[src/rtl/rbd_pkg.sv]
package rbd_pkg;

    localparam int DW    = 16;
    localparam int AW    = 24;
    localparam int AMW   = 6;
    localparam int CIDXW = 8;

    localparam logic [DW-1:0]  RST_KEY    = 16'h0100;
    localparam logic [AMW-1:0] AM_SINGLE  = 6'h3D;
    localparam logic [AMW-1:0] AM_BLOCK_A = 6'h3B;
    localparam logic [AMW-1:0] AM_BLOCK_B = 6'h3F;

    localparam logic [15:0] OFF_RESET  = 16'h0000;
    localparam logic [15:0] OFF_SAMP   = 16'h0001;
    localparam logic [15:0] OFF_MERGED = 16'h0100;
    localparam logic [15:0] OFF_BLKCNT = 16'h0101;
    localparam logic [3:0]  CH_REGION  = 4'h1;
    localparam logic [3:0]  CH_SUB_RD  = 4'h0;
    localparam logic [3:0]  CH_SUB_THR = 4'h2;

    typedef enum logic [2:0] {
        ACC_NONE,
        ACC_RESET,
        ACC_SAMP,
        ACC_MERGED,
        ACC_BLKCNT,
        ACC_CHRD,
        ACC_THR
    } acc_e;

    typedef struct packed {
        acc_e             kind;
        logic [CIDXW-1:0] chan;
    } dec_t;

    function automatic logic am_single(input logic [AMW-1:0] am);
        return am == AM_SINGLE;
    endfunction

    function automatic logic am_block(input logic [AMW-1:0] am);
        return (am == AM_BLOCK_A) || (am == AM_BLOCK_B);
    endfunction

endpackage

[src/rtl/rbd_decode.sv]
module rbd_decode
    import rbd_pkg::*;
#(
    parameter int NCH = 32
) (
    input  logic           clk,
    input  logic           rst,
    input  logic [7:0]     slot_id,
    input  logic [AW-1:0]  addr,
    input  logic [AMW-1:0] am,
    input  logic           write,
    input  logic           strobe,
    output dec_t           dec
);

    localparam logic [CIDXW:0] NCH_L = (CIDXW+1)'(NCH);

    logic [15:0] off;
    logic        hit;
    logic        in_chan;

    assign off     = addr[15:0];
    assign hit     = strobe && (addr[AW-1:16] == slot_id);
    assign in_chan = (off[15:12] == CH_REGION) && ({1'b0, off[11:4]} < NCH_L);

    always_comb begin
        dec.kind = ACC_NONE;
        dec.chan = '0;
        if (hit) begin
            if (am_single(am)) begin
                if (write && off == OFF_RESET) begin
                    dec.kind = ACC_RESET;
                end else if (write && off == OFF_SAMP) begin
                    dec.kind = ACC_SAMP;
                end else if (in_chan) begin
                    dec.chan = off[11:4];
                    if (!write && off[3:0] == CH_SUB_RD) begin
                        dec.kind = ACC_CHRD;
                    end else if (write && off[3:0] == CH_SUB_THR) begin
                        dec.kind = ACC_THR;
                    end
                end
            end else if (am_block(am) && !write) begin
                if (off == OFF_MERGED) begin
                    dec.kind = ACC_MERGED;
                end else if (off == OFF_BLKCNT) begin
                    dec.kind = ACC_BLKCNT;
                end
            end
        end
    end

    // a foreign slot byte never decodes
    p_slot_mismatch_r1: assert property (@(posedge clk) disable iff (rst)
        (strobe && addr[AW-1:16] != slot_id) |-> dec.kind == ACC_NONE);

    // block registers never decode with the single-word modifier
    p_block_needs_blk_am_r10: assert property (@(posedge clk) disable iff (rst)
        (dec.kind == ACC_MERGED || dec.kind == ACC_BLKCNT) |-> am_block(am));

    // single-word registers never decode with another modifier
    p_single_needs_am_r10: assert property (@(posedge clk) disable iff (rst)
        (dec.kind inside {ACC_RESET, ACC_SAMP, ACC_CHRD, ACC_THR}) |-> am == AM_SINGLE);

endmodule

[src/rtl/rbd_regs.sv]
module rbd_regs
    import rbd_pkg::*;
#(
    parameter int            NCH      = 32,
    parameter logic [DW-1:0] DEF_SAMP = 16'd80,
    parameter logic [DW-1:0] DEF_THR  = 16'h0010
) (
    input  logic              clk,
    input  logic              rst,
    input  dec_t              dec,
    input  logic [DW-1:0]     wdata,
    output logic              rst_fire,
    output logic              mod_reset,
    output logic [DW-1:0]     samp_count,
    output logic [NCH*DW-1:0] thr_flat
);

    logic [DW-1:0] thr_q [NCH];

    assign rst_fire = (dec.kind == ACC_RESET) && (wdata == RST_KEY);

    always_ff @(posedge clk) begin
        if (rst) begin
            mod_reset  <= 1'b0;
            samp_count <= DEF_SAMP;
        end else begin
            mod_reset <= rst_fire;
            if (rst_fire) begin
                samp_count <= DEF_SAMP;
            end else if (dec.kind == ACC_SAMP) begin
                samp_count <= wdata;
            end
        end
    end

    for (genvar k = 0; k < NCH; k++) begin : g_thr
        always_ff @(posedge clk) begin
            if (rst || rst_fire) begin
                thr_q[k] <= DEF_THR;
            end else if (dec.kind == ACC_THR && dec.chan == CIDXW'(k)) begin
                thr_q[k] <= wdata;
            end
        end
        assign thr_flat[k*DW +: DW] = thr_q[k];
    end

    // the reset pulse coincides with default register contents
    p_reset_defaults_r3: assert property (@(posedge clk) disable iff (rst)
        mod_reset |-> (samp_count == DEF_SAMP && thr_q[0] == DEF_THR && thr_q[NCH-1] == DEF_THR));

    // a reset-offset write without the key leaves the sampling count alone
    p_bad_key_no_effect_r4: assert property (@(posedge clk) disable iff (rst)
        (dec.kind == ACC_RESET && wdata != RST_KEY) |=> (!mod_reset && $stable(samp_count)));

    // a sampling-count write lands the following cycle
    p_samp_load_r5: assert property (@(posedge clk) disable iff (rst)
        (dec.kind == ACC_SAMP) |=> samp_count == $past(wdata));

endmodule

[src/rtl/rbd_readpath.sv]
module rbd_readpath
    import rbd_pkg::*;
#(
    parameter int NCH = 32
) (
    input  logic              clk,
    input  logic              rst,
    input  logic              strobe,
    input  dec_t              dec,
    input  logic              rst_fire,
    input  logic [DW-1:0]     mrg_data,
    input  logic [NCH*DW-1:0] ch_data,
    output logic              mrg_pop,
    output logic [NCH-1:0]    ch_pop,
    output logic [DW-1:0]     rdata,
    output logic              ack
);

    logic [DW-1:0] blk_cnt;
    logic [DW-1:0] ch_word;
    logic [DW-1:0] rd_next;

    assign mrg_pop = (dec.kind == ACC_MERGED);

    for (genvar k = 0; k < NCH; k++) begin : g_pop
        assign ch_pop[k] = (dec.kind == ACC_CHRD) && (dec.chan == CIDXW'(k));
    end

    always_comb begin
        ch_word = '0;
        for (int k = 0; k < NCH; k++) begin
            if (dec.chan == CIDXW'(k)) begin
                ch_word = ch_data[k*DW +: DW];
            end
        end
    end

    always_comb begin
        unique case (dec.kind)
            ACC_MERGED: rd_next = mrg_data;
            ACC_BLKCNT: rd_next = blk_cnt;
            ACC_CHRD:   rd_next = ch_word;
            default:    rd_next = '0;
        endcase
    end

    always_ff @(posedge clk) begin
        if (rst) begin
            ack     <= 1'b0;
            rdata   <= '0;
            blk_cnt <= '0;
        end else begin
            ack   <= (dec.kind != ACC_NONE);
            rdata <= rd_next;
            if (rst_fire) begin
                blk_cnt <= '0;
            end else if (mrg_pop) begin
                blk_cnt <= blk_cnt + 1'b1;
            end
        end
    end

    // an acknowledge always answers a strobe one cycle earlier
    p_ack_follows_strobe_r2: assert property (@(posedge clk) disable iff (rst)
        ack |-> $past(strobe));

    // at most one FIFO is popped per cycle
    p_single_pop_r8: assert property (@(posedge clk) disable iff (rst)
        $onehot0({mrg_pop, ch_pop}));

    // each accepted merged read advances the counter by one
    p_count_step_r7: assert property (@(posedge clk) disable iff (rst)
        ($past(!rst) && $past(mrg_pop) && !$past(rst_fire)) |-> blk_cnt == $past(blk_cnt) + 1'b1);

    // a keyed reset clears the counter
    p_count_clear_r3: assert property (@(posedge clk) disable iff (rst)
        rst_fire |=> blk_cnt == '0);

endmodule

[src/rtl/rbus_decoder.sv]
module rbus_decoder
    import rbd_pkg::*;
#(
    parameter int            NCH      = 32,
    parameter logic [15:0]   DEF_SAMP = 16'd80,
    parameter logic [15:0]   DEF_THR  = 16'h0010
) (
    input  logic              clk,
    input  logic              rst,
    input  logic [7:0]        slot_id,
    input  logic [23:0]       bus_addr,
    input  logic [5:0]        bus_am,
    input  logic              bus_write,
    input  logic              bus_strobe,
    input  logic [15:0]       bus_wdata,
    output logic [15:0]       bus_rdata,
    output logic              bus_ack,
    input  logic [15:0]       mrg_data,
    output logic              mrg_pop,
    input  logic [NCH*16-1:0] ch_data,
    output logic [NCH-1:0]    ch_pop,
    output logic              mod_reset,
    output logic [15:0]       samp_count,
    output logic [NCH*16-1:0] thr_flat
);

    dec_t dec;
    logic rst_fire;

    rbd_decode #(.NCH(NCH)) u_decode (
        .clk    (clk),
        .rst    (rst),
        .slot_id(slot_id),
        .addr   (bus_addr),
        .am     (bus_am),
        .write  (bus_write),
        .strobe (bus_strobe),
        .dec    (dec)
    );

    rbd_regs #(.NCH(NCH), .DEF_SAMP(DEF_SAMP), .DEF_THR(DEF_THR)) u_regs (
        .clk       (clk),
        .rst       (rst),
        .dec       (dec),
        .wdata     (bus_wdata),
        .rst_fire  (rst_fire),
        .mod_reset (mod_reset),
        .samp_count(samp_count),
        .thr_flat  (thr_flat)
    );

    rbd_readpath #(.NCH(NCH)) u_readpath (
        .clk     (clk),
        .rst     (rst),
        .strobe  (bus_strobe),
        .dec     (dec),
        .rst_fire(rst_fire),
        .mrg_data(mrg_data),
        .ch_data (ch_data),
        .mrg_pop (mrg_pop),
        .ch_pop  (ch_pop),
        .rdata   (bus_rdata),
        .ack     (bus_ack)
    );

    // nothing is acknowledged in the cycle after a bus reset
    p_quiet_after_rst_r12: assert property (@(posedge clk)
        $past(rst) |-> (!bus_ack && !mod_reset));

endmodule

[config.mk]
export PLATFORM = sky130hd
export DESIGN_NAME = rbus_decoder
export DESIGN_NICKNAME = d
export VERILOG_FILES = /design/src/rtl/rbd_pkg.sv /design/src/rtl/rbd_decode.sv /design/src/rtl/rbd_regs.sv /design/src/rtl/rbd_readpath.sv /design/src/rtl/rbus_decoder.sv
export SDC_FILE = /design/constraint.sdc
export NUM_CORES = 1
export LEC_CHECK = 0
export ABC_AREA = 1
export BUFFER_PORTS_ARGS = -buffer_cell sky130_fd_sc_hd__buf_2
export CORE_AREA = 2 2 449 451
export CTS_BUF_LIST = sky130_fd_sc_hd__clkbuf_16
export DETAILED_ROUTE_END_ITERATION = 7
export DIE_AREA = 0 0 451 453
export GPL_TIMING_DRIVEN = 0
export PLACE_DENSITY = 0.3
export SLEW_MARGIN = 10
export SYNTH_ARGS = -nofsm -noshare
export SYNTH_HDL_FRONTEND = slang
export SYNTH_SLANG_ARGS = --single-unit
export TNS_END_PERCENT = 1
[constraint.sdc]
create_clock -name clk -period 9.8 [get_ports clk]
set_clock_uncertainty 0.15 [all_clocks]
set_input_delay 1.47 -clock clk [delete_from_list [all_inputs] [get_ports clk]]
set_output_delay 1.47 -clock clk [all_outputs]
set_load 0.01 [all_outputs]
==> results.txt <==
The count of buffers added on input and output ports is 1164. The reported leakage power is 16.31 nW, and the share of synthesized area occupied by flip-flops and latches is 61.73%. The total of hold buffers inserted after clock tree synthesis came out at 0. The tools report the number of rows in the core area as 164. The run gives 3 as the maximum root-to-sink buffer count. Clock tree synthesis found a total of 562 sinks. The CTS buffer count is 73, and the adder and majority gate portion of the synthesized area is 0.04717%. By area, the combinational part of the netlist is dominated by simple AND/OR/NAND/NOR gates. For the number of pins with negative max-slew slack in the final report, the log shows 0. Global-route wire length before repair: 263600 um. Category of the most critical setup path: input port to register. The portion of netlist area occupied by mux cells works out to 0%.

The biggest cell delay along the critical path is 0.68 ns. Library cell with the largest summed area after synthesis: sky130_fd_sc_hd__edfxtp_1. The tools report the post-cts resize count as 0. Using the TritonRoute via totals, the vias-per-cell ratio works out to 3.848. Ranked by total cell area, the synthesized netlist is headed by sky130_fd_sc_hd__edfxtp_1 (58%), sky130_fd_sc_hd__nor2_1 (9.9%), sky130_fd_sc_hd__nand2_1 (9.2%).

The run finished with clean final reports. In this run the power spent charging and discharging nets is 0.001621 W. The total overflow left after global routing is 0.

After detailed routing, the average wire length per cell comes to 30.22 um. The congestion estimate from routability-driven global placement came to 0.9471. The launching instance or port of the critical path was slot_id[6]. The internal portion of the total power is 0.004425 W. STA classifies the critical path startpoint as an input port. The pre-antenna-repair detailed-routing pass consisted of 5 iterations. In this run, the number of DRC markers left after iteration 0 of detailed routing was 2029.

The initial utilization of the core area, before any placement, comes to 13.31%. The H-tree was split into 3 levels. The placed wire-length estimate after detailed placement was 175600 um.

The master cell of the clock root buffer was sky130_fd_sc_hd__clkbuf_16. The worst register-to-register path begins at u_readpath.blk_cnt[0]. After floorplanning, the core was sized to cover 0.1992 mm2. Setup violations remaining at the end of the flow were counted as 0.

The top cell type by area accounts for 57.96% of the synthesized area. For the final routed database, the setup TNS stands at 0 ns. The number of flops mapped to enable cells by yosys came out at 512. In this run the count of I/O pins placed on the die edge is 1165.

The die span in y works out to 453 um. Summing the areas of all compound-gate instances in the mapped netlist gives 3.306% of the synthesized area. Global routing used 19.71% of the available tracks across all layers.

The net count after synthesis was 3506; the post-route minimum period was 7.346 ns. The logic depth of the worst register-to-register path works out to 13. Most repeated library cell on the critical path: sky130_fd_sc_hd__nand2_1. The final layout contains 4778 nets. The library cells used most frequently in the layout, excluding fill and tap cells, are sky130_fd_sc_hd__buf_2 (1185), sky130_fd_sc_hd__nor2_1 (700), sky130_fd_sc_hd__nand2_1 (652).

The transition time of the tightest slew-check pin came out at 1.282 ns. TritonCTS built the clock tree. The run gives 26230 as the number of global-route vias before repair. Among cell families on the critical path, the largest total delay comes from simple AND/OR/NAND/NOR gates. Of all nets on the critical path, the largest fanout is 10. Synthesis produced a netlist whose cell count is 2919. Entering global routing, the biggest net connects 17 pins. The worst hold path was traced through 2 stages. After detailed routing, the number of remaining DRC violations is 0.

Measured against its own limit, the worst slew margin works out to 14.55%. The clock network burns 44.0% of the power. The startpoint identified for the worst hold timing path is u_regs.samp_count[13]. The die is 451 um wide. Power spread over the standard cell area amounts to 156.1 mW/mm2. The floorplan step defined a die boundary enclosing 0.2043 mm2.

Share of flip-flops with an asynchronous set or reset: 0%. Data on the critical path is required at its endpoint by 10.19 ns. Across the VDD grid, the largest voltage drop is 123.7 uV. Most frequent standard cell in the layout excluding fill and tap cells: sky130_fd_sc_hd__buf_2.

The run gives 0.02653 mm2 as the cell area after synthesis. STA classifies the critical path endpoint as a register. The detail route stage leaves a number of antenna-violating nets equal to 0.

Of the available clock period, the critical path in the final layout requires 74.96%. The later-pin clock latency in the skew report is 0.69 ns, and the combinational share of power is 10.6%. The total buffers and inverters traversed by the critical path came out at 4. The routed layout has 26630 vias. The synthesized netlist devotes 27.81% of its cell area to simple gates. Based on the critical path, the design can be clocked at up to 0.1361 GHz.

The layout overhead on the synthesized area was 45.99%. The proportion of layout cells with a drive suffix above 1 came out at 34.02%. The signal arrival time at the worst endpoint was 7.74 ns; the number of violations of the max-capacitance limit was 0. A synthesized cell averages 9.088 um2. The number of antenna violations at the first check in global routing is 67.

The final hold violation count was 0; the part of the power in registers was 45.5%. Net switching is 26.81% of the power. Setup repair after global routing left no endpoint under its margin. After detailed routing, the total wire length is 209100 um. After synthesis the netlist holds a flip-flop and latch count of 562. Dominant register cell in the synthesized netlist: sky130_fd_sc_hd__edfxtp_1. The post-CTS clock slew at the launch and capture registers of the worst setup and hold paths was 0.06 ns; the core utilization of the finished layout was 19.44%.

The post-synthesis xor/xnor area fraction was 0.09905%. The slowest stage of the critical path is the sky130_fd_sc_hd__nand2_1 cell. Once the clock tree was built, the setup fixing pass inserted 0 buffers.

In this run the worst hold path is classified as register to register. Counting buffers and inverters, the worst setup path is 28 cells deep. The synthesized netlist contains 51 unique library cells. The Yosys step of the flow raised 0 warnings. After layout, the design draws a total of 0.006047 W.
==> cell usage after synthesis (21+ instances only) <==
library cell,count
sky130_fd_sc_hd__nand2_1,652
sky130_fd_sc_hd__a21oi_1,47
sky130_fd_sc_hd__edfxtp_1,512
sky130_fd_sc_hd__inv_1,300
sky130_fd_sc_hd__nand4_1,128
sky130_fd_sc_hd__nand3_1,101
sky130_fd_sc_hd__nor3_1,59
sky130_fd_sc_hd__buf_2,21
sky130_fd_sc_hd__o21ai_0,73
sky130_fd_sc_hd__clkbuf_1,114
sky130_fd_sc_hd__nor2_1,702
sky130_fd_sc_hd__dfxtp_1,50
==> layout make-up <==
type	count	area, um2
diodes	20	50.05
plain buffers	147	661.9
clock buffers	74	1852
clock inverters	55	439.2
fillers	22640	160500
inverters	325	1220
multi-input cells	1885	8476
flip-flops and latches	562	16380
well taps	2656	3323
repair buffers	1197	6330
==> sequential cells by signal, summed over array words and instances, names as in the netlist <==
register,count
u_readpath.ack,1
u_readpath.blk_cnt,16
u_readpath.rdata,16
u_regs.mod_reset,1
u_regs.samp_count,16
u_regs.thr_q,512
==> per-layer routing <==
layer | vias to the layer above | part of all wire [%] | routed length (um) | GRT usage [%]
li1 | 12160 | - | - | -
met1 | 13090 | 40 | 83820 | 23.51
met2 | 1122 | 50 | 104500 | 34.31
met3 | 260 | 6.4 | 13450 | 4.691
met4 | 6 | 3.5 | 7346 | 7.076
met5 | - | 0.012 | 25 | 0
==> through the flow <==
step	hold slack, ns	std cells	worst slack [ns]	instance area, um2
floorplan	0.2982	2919	4.838	26530
global placement	0.3051	6739	1.247	35680
detailed placement	0.3067	6772	1.424	36380
CTS	0.3157	6901	2.189	38670
global route	0.3303	6918	1.969	38720
finish	0.3150	6921	2.454	38730
==> final timing paths <==
path / end / slack, ns
worst max-delay path: u_readpath.rdata[7] / 2.45
worst min-delay path: u_regs.samp_count[13] / 0.32
worst max register to register: u_readpath.blk_cnt[15] / 7.37
worst min register to register: u_regs.samp_count[13] / 0.32
==> worst reg2reg max path, cell delays in order (launching register included) <==
cell and delay, ns:
sky130_fd_sc_hd__dfxtp_1 0.35, sky130_fd_sc_hd__inv_1 0.08, sky130_fd_sc_hd__nor3_1 0.19, sky130_fd_sc_hd__inv_1 0.09, sky130_fd_sc_hd__nor3_1 0.16, sky130_fd_sc_hd__nand2_1 0.08, sky130_fd_sc_hd__nor4_1 0.36, sky130_fd_sc_hd__nand3_1 0.18
sky130_fd_sc_hd__nor3_1 0.17, sky130_fd_sc_hd__inv_1 0.07, sky130_fd_sc_hd__nor2_1 0.12, sky130_fd_sc_hd__inv_1 0.07, sky130_fd_sc_hd__nor3_1 0.13, sky130_fd_sc_hd__nor3_1 0.06
==> power by group through the flow <==
stage | Clock [W] | Sequential, W | Combinational [W]
2_1_floorplan | 0 | 0.00286 | 0.000110
3_3_place_gp | 0 | 0.00281 | 0.000630
3_5_place_dp | 0 | 0.00280 | 0.000654
4_1_cts | 0.00274 | 0.00275 | 0.000656
5_1_grt | 0.00283 | 0.00276 | 0.000677
6_report | 0.00266 | 0.00275 | 0.000638
==> kinds of logic (layout without fill, tap and decap cells) <==
logic type | Yosys count | after routing
DFF | 562 | 562
adders and majority gates | 1 | 1
and+or+nand+nor | 1728 | 1728
xor gates and xnor gates | 3 | 3
buffers and inverters | 472 | 1798
other | 0 | 20
AOI/OAI and AO/OA | 153 | 153
No activity file was read; power rests on OpenSTA's default activity.
